$ cat config.mk
export PLATFORM = sky130hd
export DESIGN_NAME = sector_erase_window
export DESIGN_NICKNAME = d
export VERILOG_FILES = /design/src/rtl/sewin_pkg.sv /design/src/rtl/sewin_sector_decode.sv /design/src/rtl/sewin_timer.sv /design/src/rtl/sector_erase_window.sv
export SDC_FILE = /design/constraint.sdc
export NUM_CORES = 1
export LEC_CHECK = 0
export BUFFER_PORTS_ARGS = -buffer_cell sky130_fd_sc_hd__buf_2
export CAP_MARGIN = 5
export CORE_UTILIZATION = 30
export CTS_BUF_LIST = sky130_fd_sc_hd__clkbuf_8 sky130_fd_sc_hd__clkbuf_16
export CTS_CLUSTER_SIZE = 20
export DETAILED_ROUTE_END_ITERATION = 16
export PLACE_DENSITY = 0.53
export SKIP_CTS_REPAIR_TIMING = 1
export SLEW_MARGIN = 25
export SYNTH_ARGS = -nofsm -noshare
export SYNTH_HDL_FRONTEND = slang
export SYNTH_SLANG_ARGS = --single-unit
$ cat constraint.sdc
create_clock -name clk -period 2.2 [get_ports clk]
set_clock_uncertainty 0.2 [all_clocks]
set_input_delay 0.66 -clock clk [delete_from_list [all_inputs] [get_ports clk]]
set_output_delay 0.66 -clock clk [all_outputs]
set_load 0.02 [all_outputs]
$ cat src/rtl/sewin_pkg.sv
package sewin_pkg;
  typedef enum logic [1:0] {
    ST_IDLE   = 2'd0,
    ST_WINDOW = 2'd1,
    ST_ERASE  = 2'd2
  } win_state_e;

  localparam logic [7:0] CMD_SECTOR  = 8'h30;
  localparam logic [7:0] CMD_SUSPEND = 8'hB0;
endpackage

$ cat src/rtl/sewin_sector_decode.sv
module sewin_sector_decode #(
  parameter int ADDR_W = 19,
  parameter int SECT_W = 3,
  localparam int NSECT = 1 << SECT_W
) (
  input  logic [ADDR_W-1:0] addr,
  output logic [NSECT-1:0]  onehot
);
  logic [SECT_W-1:0] idx;
  assign idx = addr[ADDR_W-1 -: SECT_W];

  for (genvar i = 0; i < NSECT; i++) begin : g_bit
    assign onehot[i] = (idx == SECT_W'(i));
  end
endmodule

$ cat src/rtl/sewin_timer.sv
module sewin_timer #(
  parameter int WIN_CYC = 40,
  localparam int CNT_W = (WIN_CYC < 2) ? 1 : $clog2(WIN_CYC)
) (
  input  logic clk,
  input  logic rst_n,
  input  logic run,
  input  logic restart,
  input  logic hold,
  output logic expire
);
  localparam logic [CNT_W-1:0] LAST = CNT_W'(WIN_CYC - 1);

  logic [CNT_W-1:0] cnt_q, cnt_n;
  logic             cnt_en;

  assign expire = run && !restart && !hold && (cnt_q == LAST);
  assign cnt_en = 1'b1;

  always_comb begin
    cnt_n = cnt_q;
    if (!run || restart || hold) begin
      cnt_n = '0;
    end else if (cnt_q != LAST) begin
      cnt_n = cnt_q + 1'b1;
    end
  end

  always_ff @(posedge clk or negedge rst_n) begin
    if (!rst_n) begin
      cnt_q <= '0;
    end else if (cnt_en) begin
      cnt_q <= cnt_n;
    end
  end
endmodule

$ cat src/rtl/sector_erase_window.sv
module sector_erase_window
  import sewin_pkg::*;
#(
  parameter int ADDR_W  = 19,
  parameter int SECT_W  = 3,
  parameter int WIN_CYC = 40,
  localparam int NSECT  = 1 << SECT_W
) (
  input  logic              clk,
  input  logic              rst_n,
  input  logic              cmd_accept,
  input  logic              strobe_fall,
  input  logic              strobe_rise,
  input  logic [ADDR_W-1:0] wr_addr,
  input  logic [7:0]        wr_data,
  input  logic              erase_done,
  output logic              erase_start,
  output logic [NSECT-1:0]  erase_mask,
  output logic              abort,
  output logic              win_status
);
  win_state_e       state_q, state_n;
  logic [NSECT-1:0] mask_q, mask_n;
  logic             start_q, start_n;
  logic             abort_q, abort_n;
  logic             low_q, low_n;
  logic [NSECT-1:0] sel;
  logic             in_window;
  logic             expire;

  sewin_sector_decode #(.ADDR_W(ADDR_W), .SECT_W(SECT_W)) u_dec (
    .addr   (wr_addr),
    .onehot (sel)
  );

  assign in_window = (state_q == ST_WINDOW);

  sewin_timer #(.WIN_CYC(WIN_CYC)) u_tmr (
    .clk     (clk),
    .rst_n   (rst_n),
    .run     (in_window),
    .restart (strobe_fall || strobe_rise),
    .hold    (low_q),
    .expire  (expire)
  );

  always_comb begin
    low_n = low_q;
    if (strobe_fall) begin
      low_n = 1'b1;
    end
    if (strobe_rise || cmd_accept) begin
      low_n = 1'b0;
    end
  end

  always_comb begin
    state_n = state_q;
    mask_n  = mask_q;
    start_n = 1'b0;
    abort_n = 1'b0;
    unique case (state_q)
      ST_IDLE: begin
        if (cmd_accept) begin
          mask_n  = sel;
          state_n = ST_WINDOW;
        end
      end
      ST_WINDOW: begin
        if (strobe_rise) begin
          if (wr_data == CMD_SECTOR) begin
            mask_n = mask_q | sel;
          end else if (wr_data != CMD_SUSPEND) begin
            mask_n  = '0;
            abort_n = 1'b1;
            state_n = ST_IDLE;
          end
        end else if (expire) begin
          start_n = 1'b1;
          state_n = ST_ERASE;
        end
      end
      ST_ERASE: begin
        if (erase_done) begin
          mask_n  = '0;
          state_n = ST_IDLE;
        end
      end
      default: begin
        state_n = ST_IDLE;
        mask_n  = '0;
      end
    endcase
  end

  always_ff @(posedge clk or negedge rst_n) begin
    if (!rst_n) begin
      state_q <= ST_IDLE;
      mask_q  <= '0;
      start_q <= 1'b0;
      abort_q <= 1'b0;
      low_q   <= 1'b0;
    end else begin
      state_q <= state_n;
      mask_q  <= mask_n;
      start_q <= start_n;
      abort_q <= abort_n;
      low_q   <= low_n;
    end
  end

  assign erase_start = start_q;
  assign erase_mask  = mask_q;
  assign abort       = abort_q;
  assign win_status  = !in_window;
endmodule

---- Word-level counts from Yosys, hierarchy flattened ----
Index checks and enable logic that the tools add are counted.
storage, ports and cells
  bits in registers ....................... 19
  bits of input ports ..................... 33
  output and inout bits ................... 11
  word-level logic and storage cells ...... 68
cells by class
  $add $sub $neg .......................... 1
  eq/ne operators ......................... 20
  muxes and demuxes ....................... 24
  bitwise logic cells ..................... 1
  reductions and logical operators ........ 16
operators with widths
  kind                 count
  $mux 8               5
  $pmux 8 s3           1
  $eq 3x3->1 const B   4
  $mux 2               6
  $mux 6               2
  $ne 3x3->1 const B   4
  $mux 1               9
  $eq 8x6->1 const B   1
  $ne 8x8->1 const B   1
  $or 8x8->8           1
  $add 6x1->6 const B  1
  $eq 3x2->1 const B   2
  $eq 6x6->1 const B   1
  $ne 2x2->1 const B   3
  $ne 6x6->1 const B   1
  $pmux 2 s3           1
  $reduce_and 5->1     1
  $logic_or 1x1->1     4
  $reduce_and 4->1     1
  $reduce_bool 2->1    2
  $eq 3x1->1 const B   1
  $logic_and 1x1->1    3
  $logic_not 1->1      3
  $logic_not 3->1      1
  other kinds (3)      3

---- Depth between registers and ports, before layout ----
  depth in word-level cells ............... 8
  mapped depth ............................ 5
  depth with buffers taken out ............ 4

---- Hierarchy ----
From an unflattened synthesis, not the netlist that was laid out.
unflattened totals
  cell total of the unflattened synthesis .. 82
  area, all modules ....................... 947.2 µm²
modules (own cells, without submodules)
  module               instances  cells an instance  area an instance (µm²)  sequential area each (µm²)
  sector_erase_window  1          42                 565.5                   325.3
  sewin_timer          1          32                 316.6                   150.1
  sewin_sector_decode  1          8                  65.1                    0.0

---- Worst setup path before layout ----
No wires, ideal clock.
  path type ............................... input -> register
  from .................................... in wr_data[1]
  to ...................................... reg mask_q[0] (netlist: erase_mask[0])
  library setup time ...................... 0.149 ns
  arrival ................................. 1.776 ns
  required time ........................... 1.851 ns
  path slack .............................. 0.075 ns
  stages on the path ...................... 5
  buffers on the path ..................... 1
  cells stage by stage .................... or3_4 -> or4_4 -> buf_6 -> a21oi_1 -> a211oi_1
between the ends
  word-level cells in the longest chain between the ends .. 4
  elaborated cells between the ends (all ways) .. 7
  those cells by class .................... eq/ne (3); mux (3); reduce/logical (1)
ends and longest elaborated chain
  element                 RTL line                    RTL
  start: declaration      sector_erase_window.sv:15   input logic [7:0] wr_data,
  $eq 8x6->1              sector_erase_window.sv:71   if (wr_data == CMD_SECTOR) begin
  $mux 8                  sector_erase_window.sv:71
  $mux 8                  sector_erase_window.sv:70   if (strobe_rise) begin
  $pmux 8 s3              sector_erase_window.sv:62   unique case (state_q)
  end signal: assignment  sector_erase_window.sv:105  mask_q <= mask_n;
  end: declaration        sector_erase_window.sv:23   logic [NSECT-1:0] mask_q, mask_n;
Parallel ways exist; a longest one is shown, timed or not. The select of a mux whose other input is x is not followed.
A chain may end at the register's enable or synchronous reset.

---- Final worst setup path ----
  from .................................... in wr_data[1]
  to ...................................... reg mask_q[6] (netlist: erase_mask[6])
Same word-level chain as after synthesis.

==> metrics.cfg <==
[run_status]
status=complete, no violations

[global_route]
grt_max_degree=20
overflow=0
grtUsageTotal_pct=13.6
first_global_vias=834
grt_pass1_wl_um=3560
antenna_found_initial=0

[synth]
synthFlopType=dfrtp_1
synth_most_common_cell=dfrtp_1
synth_common_cells=dfrtp_1, nor2_1, a21oi_1, o21ai_0, a211oi_1
synthTopCellsByArea=dfrtp_1, nor2_1, a21oi_1, a211oi_1, o21ai_0
async_flop_share_pct=100
syn_area_um2=981
synth-seq-cells=19
synth_nets=131
synth_edf_count=0
synth_cell_types=34
yosys.area.top_type=dfrtp_1
ys_seq_area_share_pct=48.5
syn_avg_cell_area_um2=10.1
synth_cells=97
synth_top_area_share_pct=48.5
synth_warnings=0

[final_layout]
finalNetCount=167
area_delta_synth_final_pct=27.3
drive_above_1_share_pct=34.8
antennaDiodeCount=0

[floorplan]
num_rows=20
die_area_um2=3500
top_level_ports=44
design.core.area_um2=3080
start_util_pct=31.9
fp.dieW_um=59.2
die_y_um=59.2

[clocking]
clk_pin_slew_ns=0.07
cts_max_level=1
cts-root-buf=clkbuf_8
numCtsBuffers=3
cts.sinks=19
cts_buffer_depth=2
clkLatencyLatePin_ns=0.26
cts_tree=done

[hold_path]
hp-class=in2async

[power_and_ir_drop]
p_per_area_nw_per_um2=617
finalPower_uw=771
max-vdd-ir-drop_uv=425
p_leak_uw=0.000565

[sta]
max_freq_mhz=510
grt_setup_unrepaired=no
setup_viol=0
fin_crit_sh_pct=89.2
final-hold-violation-count=0
drv_slew=0
max_slew_margin_pct=71.3
worst_slack_ns=0.238
period_needed_ns=1.96
worst_slew_pin_slew_ns=0.430

[detailed_routing]
wl_met2_um=1120
wl_met3_um=89
dr.first_iter.drc_count=5
drtPass1Iterations=4
routed.top_layer=met4
viasPerCell=4.89
remaining_drc_errors=0
num_vias=860
wl_met1_um=902
route.antenna.remaining_nets=0
drt_wl_total_um=2130
wl_per_cell_um=12.1

[placed_design]
dp.final_hpwl_um=1620
pre_cts_slack_ns=-0.0391
io_buffers=27
place_congestion=0.744

[setup_path]
ff2ff_path_depth=5
path_max_fanout=8
crit_type=in2reg
rr_endpoint=erase_mask[3]
r2r_start=state_q[0]
ff2ff_setup_slack_ns=0.38
crit_path_start_kind=input pin
cp.arrival_ns=1.91
critPathCaptureType=flip-flop
required_ns=2.14

[job]
max_cap_viol_count=0

-- power by group --
part / internal (uW) / switching (uW)
Combinational: 59.7 / 83.4
Clock: 128 / 122
Sequential: 364 / 13.8
Total: 552 / 219
-- cell type report --
cell class	count	area [um2]
clock buffers	3	41.3
clock inverters	1	7.51
fillers	320	1830
inverters	1	3.75
multi-input cells	75	485
flip-flops and latches	19	475
well taps	44	55.1
repair buffers	33	180
-- flip-flops by register name, summed over array words and instances (netlist names) --
| name | count |
|---|---|
| erase_mask | 8 |
| erase_start | 1 |
| u_tmr.cnt_q | 6 |
| state_q | 2 |
| abort | 1 |
| low_q | 1 |
-- critical path, stage by stage --
cell	delay, ns
buf_2	0.10
or3_4	0.38
or4_4	0.50
a31oi_1	0.21
a21oi_1	0.06
-- layout by cell type, fill, tap and decap left out, drive strengths merged --
cell type	synthesis	routed
buf	2	33
dfrtp	19	19
nor2	13	13
a21oi	9	9
o21ai	9	9
a211oi	6	6
nand3	5	5
nor3	4	4
nand2	3	3
clkbuf	0	3
or3b	3	3
nor3b	2	2
xnor2	2	2
nand3b	2	2
xor2	2	2
nand2b	2	2
or3	2	2
or4	2	2
nand4bb	1	1
mux2i	1	1
mux2	1	1
o21a	1	1
inv	1	1
and3	1	1
o211ai	1	1
a31oi	1	1
a41oi	1	1
ha	1	1
clkinvlp	0	1
-- metal layers --
layer | GRT usage [%] | vias up
met1 | 14.9 | 417
li1 | - | 427
met5 | 0 | -
met4 | 2.04 | 0
met3 | 4.59 | 2
met2 | 25.5 | 14
-- logic make-up (layout without fill, tap and decap cells) --
kind of cell / count (synthesis) / count (layout) / synth area share (%)
XOR/XNOR: 4 / 4 / 3.57
AO/OA/AOI/OAI: 28 / 28 / 18.0
adder cells (fa/ha/maj): 1 / 1 / 1.28
buffers and inverters: 3 / 38 / 2.04
AND/OR/NAND/NOR: 40 / 40 / 24.5
multiplexers: 2 / 2 / 2.17
flip-flops: 19 / 19 / 48.5
-- how the worst max path moves through the flow --
stage,start,endpoint,cells past startpoint
after floorplan,wr_data[1],erase_mask[0],5
after global placement,wr_data[1],erase_mask[4],5
after detailed placement,wr_data[1],erase_mask[4],5
after CTS,wr_data[1],erase_mask[6],5
after global routing,wr_data[1],erase_mask[6],5
final,wr_data[1],erase_mask[6],5
-- through the flow --
stage / instance area, um2 / hold WS [ns] / util [%] / instances / TNS [ns]
3_5_place_dp: 1200 / 0.323 / 39.0 / 172 / -0.158
2_1_floorplan: 981 / 0.164 / - / 97 / 0
4_1_cts: 1250 / 0.146 / 40.6 / 176 / 0
6_report: 1250 / 0.130 / 40.6 / 176 / 0
3_3_place_gp: 1200 / 0.319 / 39.0 / 172 / -0.0258
5_1_grt: 1250 / 0.168 / 40.6 / 176 / 0
No activity file was read; power rests on OpenSTA's default activity.
